===== config.mk =====
export PLATFORM = sky130hd
export DESIGN_NAME = pred_file
export DESIGN_NICKNAME = d
export VERILOG_FILES = /design/src/rtl/predf_pkg.sv /design/src/rtl/pred_relation.sv /design/src/rtl/pred_wr_decode.sv /design/src/rtl/pred_store.sv /design/src/rtl/pred_file.sv
export SDC_FILE = /design/constraint.sdc
export NUM_CORES = 1
export LEC_CHECK = 0
export ABC_AREA = 1
export BUFFER_PORTS_ARGS = -buffer_cell sky130_fd_sc_hd__buf_2
export CAP_MARGIN = 20
export CORE_MARGIN = 4
export CORE_UTILIZATION = 62
export CTS_CLUSTER_SIZE = 16
export DETAILED_ROUTE_END_ITERATION = 7
export PLACE_DENSITY_LB_ADDON = 0.15
export SLEW_MARGIN = 30
export SYNTH_ARGS = -nofsm -noshare
export SYNTH_HDL_FRONTEND = slang
export SYNTH_SLANG_ARGS = --single-unit

===== constraint.sdc =====
create_clock -name clk -period 7 [get_ports clk]
set_input_delay 1.75 -clock clk [delete_from_list [all_inputs] [get_ports clk]]
set_output_delay 1.75 -clock clk [all_outputs]
set_load 0.01 [all_outputs]

===== src/rtl/predf_pkg.sv =====
package predf_pkg;
   typedef enum logic [1:0] {
      REL_EQ = 2'd0,
      REL_NE = 2'd1,
      REL_LT = 2'd2,
      REL_GT = 2'd3
   } rel_e;
endpackage


===== src/rtl/pred_relation.sv =====
// Evaluates the selected relation between two operands.
module pred_relation
   import predf_pkg::*;
#(
   parameter int DATA_W     = 64,
   parameter bit REL_SIGNED = 1'b1
) (
   input  rel_e              rel,
   input  logic [DATA_W-1:0] a,
   input  logic [DATA_W-1:0] b,
   input  logic              a_zero,
   input  logic              b_zero,
   output logic              result
);
   logic [DATA_W-1:0] opa, opb;
   logic              is_eq, is_lt, is_gt;

   assign opa   = a_zero ? '0 : a;
   assign opb   = b_zero ? '0 : b;
   assign is_eq = (opa == opb);

   generate
      if (REL_SIGNED) begin : g_signed
         assign is_lt = $signed(opa) < $signed(opb);
         assign is_gt = $signed(opa) > $signed(opb);
      end else begin : g_unsigned
         assign is_lt = opa < opb;
         assign is_gt = opa > opb;
      end
   endgenerate

   always_comb begin
      unique case (rel)
         REL_EQ:  result = is_eq;
         REL_NE:  result = !is_eq;
         REL_LT:  result = is_lt;
         REL_GT:  result = is_gt;
         default: result = 1'b0;
      endcase
   end
endmodule


===== src/rtl/pred_wr_decode.sv =====
// Turns the two target indices into per-entry write enables and data.
module pred_wr_decode #(
   parameter int NPRED = 64,
   parameter int IDX_W = $clog2(NPRED)
) (
   input  logic             wr_en,
   input  logic [IDX_W-1:0] idx_t,
   input  logic [IDX_W-1:0] idx_f,
   input  logic             result,
   output logic [NPRED-1:0] we,
   output logic [NPRED-1:0] wd
);
   generate
      for (genvar i = 0; i < NPRED; i++) begin : g_ent
         if (i == 0) begin : g_fixed
            assign we[i] = 1'b0;
            assign wd[i] = 1'b1;
         end else begin : g_rw
            logic hit_t, hit_f;
            assign hit_t = wr_en && (idx_t == IDX_W'(i));
            assign hit_f = wr_en && (idx_f == IDX_W'(i));
            assign we[i] = hit_t || hit_f;
            // the result target has priority over the inverse target
            assign wd[i] = hit_t ? result : !result;
         end
      end
   endgenerate
endmodule


===== src/rtl/pred_store.sv =====
// Predicate storage with two read ports; entry 0 is a constant one.
module pred_store #(
   parameter int NPRED = 64,
   parameter int IDX_W = $clog2(NPRED)
) (
   input  logic             clk,
   input  logic             rst_n,
   input  logic [NPRED-1:0] we,
   input  logic [NPRED-1:0] wd,
   input  logic [IDX_W-1:0] rd_a_idx,
   input  logic [IDX_W-1:0] rd_b_idx,
   output logic             rd_a_val,
   output logic             rd_b_val,
   output logic [NPRED-1:0] bits_q
);
   generate
      for (genvar i = 0; i < NPRED; i++) begin : g_bit
         if (i == 0) begin : g_one
            assign bits_q[i] = 1'b1;
         end else begin : g_ff
            logic q;
            always_ff @(posedge clk or negedge rst_n) begin
               if (!rst_n)    q <= 1'b0;
               else if (we[i]) q <= wd[i];
            end
            assign bits_q[i] = q;
         end
      end
   endgenerate

   assign rd_a_val = bits_q[rd_a_idx];
   assign rd_b_val = bits_q[rd_b_idx];
endmodule


===== src/rtl/pred_file.sv =====
module pred_file
   import predf_pkg::*;
#(
   parameter int NPRED      = 64,
   parameter int DATA_W     = 64,
   parameter bit REL_SIGNED = 1'b1,
   localparam int IDX_W     = $clog2(NPRED)
) (
   input  logic              clk,
   input  logic              rst_n,
   input  logic              cmp_valid,
   input  logic [1:0]        cmp_rel,
   input  logic [DATA_W-1:0] cmp_a,
   input  logic [DATA_W-1:0] cmp_b,
   input  logic              cmp_a_zero,
   input  logic              cmp_b_zero,
   input  logic [IDX_W-1:0]  cmp_tgt_t,
   input  logic [IDX_W-1:0]  cmp_tgt_f,
   input  logic [IDX_W-1:0]  cmp_qp,
   input  logic [IDX_W-1:0]  op_qp,
   output logic              commit_en
);
   generate
      if (NPRED < 2 || (1 << IDX_W) != NPRED) begin : g_bad_npred
         $error("pred_file: NPRED must be a power of two of at least 2");
      end
      if (DATA_W < 2) begin : g_bad_width
         $error("pred_file: DATA_W must be at least 2");
      end
   endgenerate

   logic             cmp_result;
   logic             cmp_qual;
   logic             wr_en;
   logic [NPRED-1:0] we, wd;
   logic [NPRED-1:0] bits_q;

   pred_relation #(.DATA_W(DATA_W), .REL_SIGNED(REL_SIGNED)) u_rel (
      .rel    (rel_e'(cmp_rel)),
      .a      (cmp_a),
      .b      (cmp_b),
      .a_zero (cmp_a_zero),
      .b_zero (cmp_b_zero),
      .result (cmp_result)
   );

   assign wr_en = cmp_valid && cmp_qual;

   pred_wr_decode #(.NPRED(NPRED), .IDX_W(IDX_W)) u_dec (
      .wr_en  (wr_en),
      .idx_t  (cmp_tgt_t),
      .idx_f  (cmp_tgt_f),
      .result (cmp_result),
      .we     (we),
      .wd     (wd)
   );

   pred_store #(.NPRED(NPRED), .IDX_W(IDX_W)) u_store (
      .clk      (clk),
      .rst_n    (rst_n),
      .we       (we),
      .wd       (wd),
      .rd_a_idx (op_qp),
      .rd_b_idx (cmp_qp),
      .rd_a_val (commit_en),
      .rd_b_val (cmp_qual),
      .bits_q   (bits_q)
   );
endmodule


# --- Yosys cells after proc, flatten, opt, wreduce, memory -nomap -nowiden ---
# Cells that the tools add are included.
op_classes:
  eq_ne: 130
  multipliers: 0
  magnitude_cmp: 4
  shift: 0
  bitwise_logic: 0
  n_addsub: 0
  n_reduce_logical: 193
  mux: 70
  div: 0
op_table:
  columns: ["op", "n"]
  rows:
  - ["$eq A6 B6 Y1 const B", 64]
  - ["$eq A6 B5 Y1 const B", 32]
  - ["$mux W64", 2]
  - ["$logic_and A1 B1 Y1", 127]
  - ["$eq A6 B4 Y1 const B", 16]
  - ["$mux W1", 65]
  - ["$eq A64 B64 Y1", 1]
  - ["$gt A64 B64 Y1", 1]
  - ["$lt A64 B64 Y1", 1]
  - ["$logic_or A1 B1 Y1", 63]
  - ["$eq A6 B3 Y1 const B", 8]
  - ["$eq A6 B2 Y1 const B", 4]
  - ["$lt A6 B7 Y1 const B", 2]
  - ["$bmux W1 S6", 2]
  - ["$eq A6 B1 Y1 const B", 2]
  - ["$eq A2 B2 Y1 const B", 2]
  - ["$pmux W1 S4", 1]
  - ["$eq A2 B1 Y1 const B", 1]
  - ["$logic_not A1 Y1", 2]
  - ["$logic_not A2 Y1", 1]
word_totals:
  romBits: 0
  mem_bits_rw: 0
  word_cells: 460
  n_memories: 0
  output_inout_bits: 1
  reg_bits: 63
  latch_bits: 0

# --- Logic depth before layout (Yosys ltp) ---
# Gate-level depths: netlist of the first run.
logic_depth:
  word_depth: 6
  mapped_depth: 26
  mapped_depth_nobuf: 24

# --- By module ---
# From an unflattened synthesis of the first run, not the netlist that was laid out.
hier_totals:
  cells_unflattened: 1389
  hier_area_um2: 8405.6
by_module_without_submodules:
  columns: ["module", "n_inst", "area_each_um2", "cells_per_inst"]
  rows:
  - ["pred_store", 1, 4058.9, 499]
  - ["pred_relation", 1, 2383.5, 461]
  - ["pred_wr_decode", 1, 1955.6, 427]
  - ["pred_file", 1, 7.5, 2]

# --- Least setup slack after synthesis of the first run ---
# No wires, ideal clock.
synth_path:
  path_type: "input port to output port"
  from: "input op_qp[0]"
  to: "output commit_en"
  cell_stages: 7
  setup_slack_ns: 2.292
  arrival_time_ns: 2.958
  n_path_buf: 2
  cell_sequence: "clkbuf_1 clkbuf_1 o21ai_0 a221oi_1 o22ai_1 o21ai_0 nand2_1"
synth_between:
  elab_chain_len: 2
synth_lines:
  columns: ["element", "line", "rtl"]
  rows:
  - ["from (decl)", "pred_file.sv:20", "input logic [IDX_W-1:0] op_qp,"]
  - ["$bmux W1 S6", "pred_store.sv:31", "assign rd_a_val = bits_q[rd_a_idx];"]
  - ["$mux W1 (implied by the code)", "pred_store.sv:31", null]
  - ["to (decl)", "pred_file.sv:21", "output logic commit_en"]
# Every way passes these cells. The select of a mux whose other input is x is not followed.

# --- Worst setup path after layout of the first run ---
# Same ends and word-level chain as after synthesis.

==> results of run 1 <==
-- worst max-delay path, delay by kind of cell --
family / cells / cell delay (ns)
simple gates: 2 / 0.19
compound gates: 4 / 0.74
buf+inv: 3 / 1.19
-- cells by family (layout without fill, tap and decap cells) --
logic type | after synthesis | count (layout) | synth area share
AND/OR/NAND/NOR | 733 | 733 | 0.385
flip-flops | 63 | 63 | 0.201
AO/OA/AOI/OAI | 244 | 244 | 0.163
adder cells (fa/ha/maj) | 64 | 64 | 0.102
buffers and inverters | 277 | 398 | 0.148
-- stage by stage --
step                       util  std cells  hold slack, ns  instance area, um^2  total power, uW
after CTS                 0.724       1670           0.603                 8840             1510
after global placement    0.701       1654           0.577                 8560             1070
after detailed placement  0.702       1654           0.592                 8570             1090
after global routing      0.724       1670           0.653                 8850             1630
final                     0.724       1670           0.606                 8850             1540
after floorplan               -       1381           0.551                 7840              903
-- cell usage after synthesis, types with 3 or more instances --
cell type | number | area, um^2
a21oi_1 | 102 | 510
a221oi_1 | 5 | 43.8
buf_1 | 5 | 18.8
buf_2 | 15 | 75.1
buf_4 | 6 | 45.0
buf_6 | 7 | 78.8
clkbuf_1 | 26 | 97.6
dfrtp_1 | 63 | 1580
ha_1 | 64 | 801
inv_1 | 209 | 785
inv_2 | 6 | 22.5
nand2_1 | 415 | 1560
nand3_1 | 115 | 576
nand4_1 | 7 | 43.8
nor2_1 | 164 | 616
nor2_2 | 4 | 25.0
nor3_1 | 7 | 35.0
nor3_2 | 3 | 30.0
o211ai_1 | 3 | 22.5
o21a_1 | 5 | 37.5
o21ai_0 | 93 | 465
o21ai_1 | 27 | 135
o22ai_1 | 3 | 18.8
or2_0 | 4 | 25.0
or2_2 | 6 | 37.5
-- final cells by class --
class | count | area share
clock inverters | 3 | 0.00198
multi-input cells | 1041 | 0.577
clock buffers | 13 | 0.0294
flip-flops and latches | 63 | 0.178
inverters | 215 | 0.0914
repair buffers | 167 | 0.0984
well taps | 168 | 0.0238
-- worst paths after layout --
check / start / end / slack, ns / cells after the start
max in group asynchronous: rst_n / u_store.g_bit[32].g_ff.q / 4.80 / 2
setup / recovery: op_qp[0] / commit_en / 1.37 / 9
min in group asynchronous: rst_n / u_store.g_bit[2].g_ff.q / 1.62 / 2
setup reg to reg: u_store.g_bit[49].g_ff.q / u_store.g_bit[33].g_ff.q / 3.81 / 13
hold / removal: u_store.g_bit[48].g_ff.q / u_store.g_bit[48].g_ff.q / 0.61 / 3
hold reg to reg: u_store.g_bit[48].g_ff.q / u_store.g_bit[48].g_ff.q / 0.61 / 3
-- layer usage --
metal / wire, um / track usage / vias up / part of all wire
met5: 0 / 0 / - / 0
met4: 745 / 0.111 / 0 / 0.029
met3: 3610 / 0.0949 / 107 / 0.14
met2: 11200 / 0.535 / 637 / 0.44
met1: 9830 / 0.465 / 4136 / 0.39
li1: - / - / 4596 / -
-- power groups by stage --
stage / sequential, uW / combinational [uW] / clock [uW]
4_1_cts: 510 / 576 / 425
6_report: 519 / 591 / 428
3_3_place_gp: 516 / 558 / 0
5_1_grt: 524 / 670 / 437
2_1_floorplan: 488 / 415 / 0
3_5_place_dp: 516 / 572 / 0
==> results.ini, run 1 <==
[status]
status=finished clean

[final_layout]
nets=1720
drive_gt1_frac=0.136
largest_registers=u_store.g_bit.g_ff.q x63
fillers=1135
seq_area_um2=1580
largest-register=u_store.g_bit.g_ff.q
diodes=0
final_common_cell=nand2_1
final_cell_mix=nand2_1 (415), inv_1 (209), nor2_1 (164)
syn_to_final_growth_pct=12.8
largest_reg_flops=63
multi_input_area_um2=5100

[power_and_ir_drop]
internal_power_uw=922
power_switching_uw=616
ir_drop_mv=0.151
p_sw_frac=0.400
powerDensity_nw_per_um2=174
power_frac_comb=0.384
clock_power_share=0.279
p_seq_frac=0.337
leakagePower_uw=0.00476

[critical_path]
criticalPathCategory=in -> out
worstSetupEndpointType=primary output
crit_required_ns=5.25
crit_chain=buf_2 -> inv_1 -> o21ai_0 -> o22ai_1 -> o21ai_0 -> o221ai_1 -> nand3_1 -> nand2_1 -> buf_2
arrival_ns=3.88
max_stage_delay_ns=0.53
cpMaxStageDelayCell=inv_1
path_max_fanout=40
cp-start-kind=input port

[synth]
synth_edf_count=0
synth_warnings=0
ys_types=38
async_flop_share=1.00
synthCells=1381
syn-cell-area_um2=7840
ys_seq_area_frac=0.201
synthFlopType=dfrtp_1
syn_avg_cell_area_um2=5.68
synth-seq-cells=63
syn_nets=1604

[clocking]
cts_resized=0
clkTransAtPathRegs_ns=0.05
clockBufferDepth=2
cts_root_buffer=clkbuf_16
hold_buffers=0
post-cts-setup-buffers=0
clkLatencyLatePin_ns=0.34
cts_made_buffers=9
htree_levels=3
clock-sinks=63
cts_tree=done

[die]
die-height_um=120
top_level_ports=160
core-area_um2=12200
die-area_um2=14500
die_x_um=120
start_util=0.642
rows=40

[grt]
grt_first_pass_wirelength_um=40500
grt-ovfl-total=0
grt_use_total=0.344
grt_pass1_vias=8414
grt_start_max_net_pins=65
antenna_found_initial=0

[place]
place_ws_ns=1.25
gp_congestion=0.994
dpl.hpwl_um=18500
portBuffers=159

[detailed_routing]
first_pass_iters=7
via_per_inst=5.67
ant_nets=0
wire_per_inst_um=15.2
remaining_drc_errors=0
num_vias=9476
drt_iter0_drc=1408
finalWirelength_um=25300

[sta]
rsz0062_at_grt=false
hold_viol_final=0
drv_slew=0
fin_crit_sh=0.804
worst_pin_slew_ns=0.997
tns_ns=0
fin_ws_ns=1.37
fmax_mhz=178
finalCriticalPeriod_ns=5.63
setup_violations=0
skew_ns=0.00753
relSlewSlack=0.335

[min_path]
hold_class=reg -> reg

[flow_run]
cap_viol_max_count=0

(Power assumes the default switching activity.)
==> run 2: changes to the inputs <==
--- a/config.mk
+++ b/config.mk
@@ -9,7 +9,7 @@
 export BUFFER_PORTS_ARGS = -buffer_cell sky130_fd_sc_hd__buf_2
 export CAP_MARGIN = 20
 export CORE_MARGIN = 4
-export CORE_UTILIZATION = 62
+export CORE_UTILIZATION = 57
 export CTS_CLUSTER_SIZE = 16
 export DETAILED_ROUTE_END_ITERATION = 7
 export PLACE_DENSITY_LB_ADDON = 0.15
==> constraint.sdc (replaced) <==
create_clock -name clk -period 5.3 [get_ports clk]
set_input_delay 1.325 -clock clk [delete_from_list [all_inputs] [get_ports clk]]
set_output_delay 1.325 -clock clk [all_outputs]
set_load 0.01 [all_outputs]
==> run 2 against run 1 <==
Effect of this change: via count is 0.91% lower; register-to-register slack worse by 1.3 ns; non-clock buffer count is 7 higher; first-iteration DRC count is 15% lower.
==> results.ini, run 2 (synthesis results as in run 1) <==
[sta]
rsz0062_at_grt=false
skew_ns=0.0101
worst_pin_slew_ns=0.815
fin_ws_ns=0.885
tns_ns=0
fmax_mhz=226
finalCriticalPeriod_ns=4.42
drv_slew=0
hold_viol_final=0
fin_crit_sh=0.833
setup_violations=0
relSlewSlack=0.456

[power_and_ir_drop]
ir_drop_mv=0.220
power_switching_uw=811
p_seq_frac=0.327
leakagePower_uw=0.00483
internal_power_uw=1280
clock_power_share=0.300
p_sw_frac=0.387
power_frac_comb=0.373
powerDensity_nw_per_um2=234

[clocking]
cts_root_buffer=clkbuf_16
cts_tree=done
clkTransAtPathRegs_ns=0.05
htree_levels=3
cts_resized=0
cts_made_buffers=9
clkLatencyLatePin_ns=0.34
clockBufferDepth=2
hold_buffers=0
post-cts-setup-buffers=0
clock-sinks=63

[detailed_routing]
finalWirelength_um=25700
drt_iter0_drc=1201
num_vias=9390
first_pass_iters=6
ant_nets=0
wire_per_inst_um=15.3
via_per_inst=5.57
remaining_drc_errors=0

[die]
top_level_ports=160
die-height_um=125
die-area_um2=15700
core-area_um2=13300
die_x_um=125
start_util=0.587
rows=42

[grt]
antenna_found_initial=0
grt_first_pass_wirelength_um=41700
grt-ovfl-total=0
grt_pass1_vias=8708
grt_use_total=0.320
grt_start_max_net_pins=41

[critical_path]
max_stage_delay_ns=0.56
crit_chain=buf_2 -> inv_1 -> nand2_1 -> o211ai_1 -> nand3_1 -> a21oi_1 -> a31oi_1 -> a21oi_1 -> o21ai_0 -> nand2_1 -> buf_2
path_max_fanout=24
criticalPathCategory=in -> out
worstSetupEndpointType=primary output
cpLargestDelayFamily=buffers and inverters
arrival_ns=3.09
cp-start-kind=input port
ff2ff_setup_slack_ns=2.49
cpMaxStageDelayCell=inv_1
crit_required_ns=3.97
worst-path-buf-inv=3

[final_layout]
stdcell_count=1685
largest_registers=u_store.g_bit.g_ff.q x63
final_cell_mix=nand2_1 (415), inv_1 (209), nor2_1 (164)
nets=1727
diodes=0
postLayoutCellArea_um2=8960
syn_to_final_growth_pct=14.3
largest-register=u_store.g_bit.g_ff.q
fin_util=0.671
final_common_cell=nand2_1
drive_gt1_frac=0.141
largest_reg_flops=63

[place]
dpl.hpwl_um=19200
portBuffers=159
dp_cells=1669
place_ws_ns=0.749
gp_congestion=0.995
place_area_um2=8650

[status]
status=finished clean

[flow_run]
cap_viol_max_count=0

[min_path]
hold_class=reg -> reg

-- run 2: cell count changes in the layout (fill, tap and decap cells not counted) --
| cell | delta |
|---|---|
| buf_12 | +2 |
| buf_2 | +1 |
| buf_4 | +4 |
| bufinv_16 | +1 |
| clkbuf_1 | -1 |
| clkbuf_8 | +1 |
| clkinv_2 | -1 |
| clkinvlp_4 | -1 |
| inv_2 | +1 |
-- run 2: power groups by stage --
stage               Clock [uW]  Sequential, uW  Combinational, uW
CTS                        629             675                767
finish                     629             684                782
global route               651             692                894
detailed placement           0             683                761
floorplan                    0             645                548
global placement             0             681                743
-- run 2: layout make-up --
| type | count | area, um^2 |
|---|---|---|
| clock buffer | 13 | 270 |
| clock inverter | 3 | 40.0 |
| fill | 1338 | 4390 |
| inverter | 215 | 807 |
| multi-input combinational | 1041 | 5100 |
| sequential | 63 | 1580 |
| tap | 176 | 220 |
| timing repair buffer | 174 | 946 |
-- run 2: worst register-to-register path: stages (launching register included) --
cell and delay [ns]:
dfrtp_1 0.42, a21oi_1 0.09, o21ai_1 0.10, nand3_1 0.12, nand2_1 0.12, nand2_1 0.06, nand3_1 0.07, nand3b_1 0.07
nand2_1 0.23, nand2_2 0.38, inv_2 0.20, nand2_2 0.11, inv_2 0.35, nand2_1 0.10, nand2_1 0.09, inv_1 0.03
o21ai_0 0.07, nand2_1 0.07
-- run 2: path summary, 6_finish.rpt --
kind / from / end / cells past startpoint
max: op_qp[0] / commit_en / 11
min: u_store.g_bit[48].g_ff.q / u_store.g_bit[48].g_ff.q / 3
max reg2reg: u_store.g_bit[15].g_ff.q / u_store.g_bit[45].g_ff.q / 17
min reg2reg: u_store.g_bit[48].g_ff.q / u_store.g_bit[48].g_ff.q / 3
max in group asynchronous: rst_n / u_store.g_bit[26].g_ff.q / 2
min in group asynchronous: rst_n / u_store.g_bit[42].g_ff.q / 1
-- run 2: stage by stage --
stage                     total power, uW  hold WS, ns
after floorplan                      1190        0.551
after global placement               1420        0.575
after detailed placement             1440        0.576
after CTS                            2070        0.588
after global routing                 2240        0.654
final                                2090        0.590
-- run 2: routing by layer --
metal  vias to the layer above  share of wire  track usage  wire, um
met5                         -              0            0         0
met2                       550           0.45        0.506     11500
li1                       4625              -            -         -
met3                        62           0.13       0.0746      3350
met4                         0          0.022       0.0938       578
met1                      4153           0.40        0.439     10300
==> run 3: changes to the inputs <==
==> constraint.sdc (replaced) <==
create_clock -name clk -period 4.1 [get_ports clk]
set_input_delay 1.025 -clock clk [delete_from_list [all_inputs] [get_ports clk]]
set_output_delay 1.025 -clock clk [all_outputs]
set_load 0.01 [all_outputs]
==> run 3 against run 2 <==
Effect of this change: clock-buffer cell count stayed put; critical endpoint unchanged; utilization is 0.77 points higher; cell area is 1.1% higher; first-iteration DRC count is 3.7% higher; non-clock buffer count is 13 higher; global-route usage is 0.49 points lower; routed wire length is 0.64% higher; clock power is 17% higher; via count is 1.0% higher; critical path depth is 1 lower; register-to-register slack worse by 0.92 ns; clock skew is 0.0029 ns lower.
==> results.ini, run 3 (synthesis results as in run 1) <==
[status]
status=finished clean

[critical_path]
crit_required_ns=3.07
max_stage_delay_ns=0.46
worstSetupEndpointType=primary output
cp-start-kind=input port
cpMaxStageDelayCell=a221oi_1
arrival_ns=2.66
crit_chain=buf_2 -> inv_1 -> buf_4 -> nand2_1 -> o21ai_0 -> a221oi_1 -> o221ai_1 -> nand3_1 -> nand2_1 -> buf_2
criticalPathCategory=in -> out
path_max_fanout=12

[final_layout]
largest_reg_flops=63
final_common_cell=nand2_1
stdcell_count=1698
largest_registers=u_store.g_bit.g_ff.q x63
nets=1740
syn_to_final_growth_pct=15.6
diodes=0
postLayoutCellArea_um2=9060
fin_util=0.679
drive_gt1_frac=0.148
final_cell_mix=nand2_1 (415), inv_1 (209), nor2_1 (164)
largest-register=u_store.g_bit.g_ff.q

[clocking]
cts_resized=0
cts_root_buffer=clkbuf_16
hold_buffers=0
clkLatencyLatePin_ns=0.34
clkTransAtPathRegs_ns=0.06
post-cts-setup-buffers=0
clock-sinks=63
clockBufferDepth=2
htree_levels=3
cts_made_buffers=9
cts_tree=done

[grt]
grt_start_max_net_pins=64
antenna_found_initial=0
grt-ovfl-total=0
grt_pass1_vias=8364
grt_first_pass_wirelength_um=40700
grt_use_total=0.315

[detailed_routing]
via_per_inst=5.59
drt_iter0_drc=1246
remaining_drc_errors=0
finalWirelength_um=25900
ant_nets=0
num_vias=9486
wire_per_inst_um=15.2
first_pass_iters=6

[sta]
setup_violations=0
skew_ns=0.00717
drv_slew=0
relSlewSlack=0.520
finalCriticalPeriod_ns=3.68
rsz0062_at_grt=false
hold_viol_final=0
tns_ns=0
worst_pin_slew_ns=0.717
fmax_mhz=272
fin_crit_sh=0.898

[die]
top_level_ports=160
die-height_um=125
die-area_um2=15700
rows=42
start_util=0.587
die_x_um=125
core-area_um2=13300

[place]
place_area_um2=8790
dp_cells=1682
portBuffers=159
gp_congestion=1.02
dpl.hpwl_um=19400

[flow_run]
cap_viol_max_count=0

[power_and_ir_drop]
ir_drop_mv=0.211
powerDensity_nw_per_um2=292
leakagePower_uw=0.00488

[min_path]
hold_class=reg -> reg

-- run 3: critical path: cells and delay by family --
kind	cells	cell delay (ns)
buffers and inverters	4	0.63
AO/OA/AOI/OAI	3	0.74
AND/OR/NAND/NOR	3	0.24
-- run 3: layout make-up --
type / count / area [um^2]
clock buffers: 13 / 260
clock inverters: 3 / 17.5
fillers: 1283 / 4280
inverters: 215 / 807
multi-input cells: 1041 / 5100
flip-flops and latches: 63 / 1580
well taps: 176 / 220
repair buffers: 187 / 1080
-- run 3: metrics by stage --
stage               power [uW]  setup slack [ns]  hold WS (ns)
global route              2810             0.326         0.597
floorplan                 1540             0.503         0.551
finish                    2640             0.417         0.584
CTS                       2610             0.488         0.584
detailed placement        1880             0.286         0.571
global placement          1850             0.369         0.565
-- run 3: where the power goes --
| part | switching, uW | total, uW | internal, uW |
|---|---|---|---|
| registers | 112 | 878 | 766 |
| clock network | 293 | 734 | 441 |
| logic | 643 | 1030 | 389 |
| total | 1050 | 2640 | 1600 |
-- run 3: metal layers --
metal / track usage / wire, um / vias up
met5: 0 / 0 / -
met4: 0.0938 / 710 / 0
met3: 0.0874 / 3450 / 79
met2: 0.489 / 11500 / 552
met1: 0.430 / 10300 / 4210
li1: - / - / 4645
-- run 3: final timing paths --
kind	start	end	slack, ns	depth (start not counted)
min reg2reg	u_store.g_bit[48].g_ff.q	u_store.g_bit[48].g_ff.q	0.58	3
min in group asynchronous	rst_n	u_store.g_bit[5].g_ff.q	0.73	1
max	op_qp[0]	commit_en	0.42	10
max in group asynchronous	rst_n	u_store.g_bit[60].g_ff.q	2.60	2
min	u_store.g_bit[48].g_ff.q	u_store.g_bit[48].g_ff.q	0.58	3
max reg2reg	u_store.g_bit[61].g_ff.q	u_store.g_bit[13].g_ff.q	1.57	14
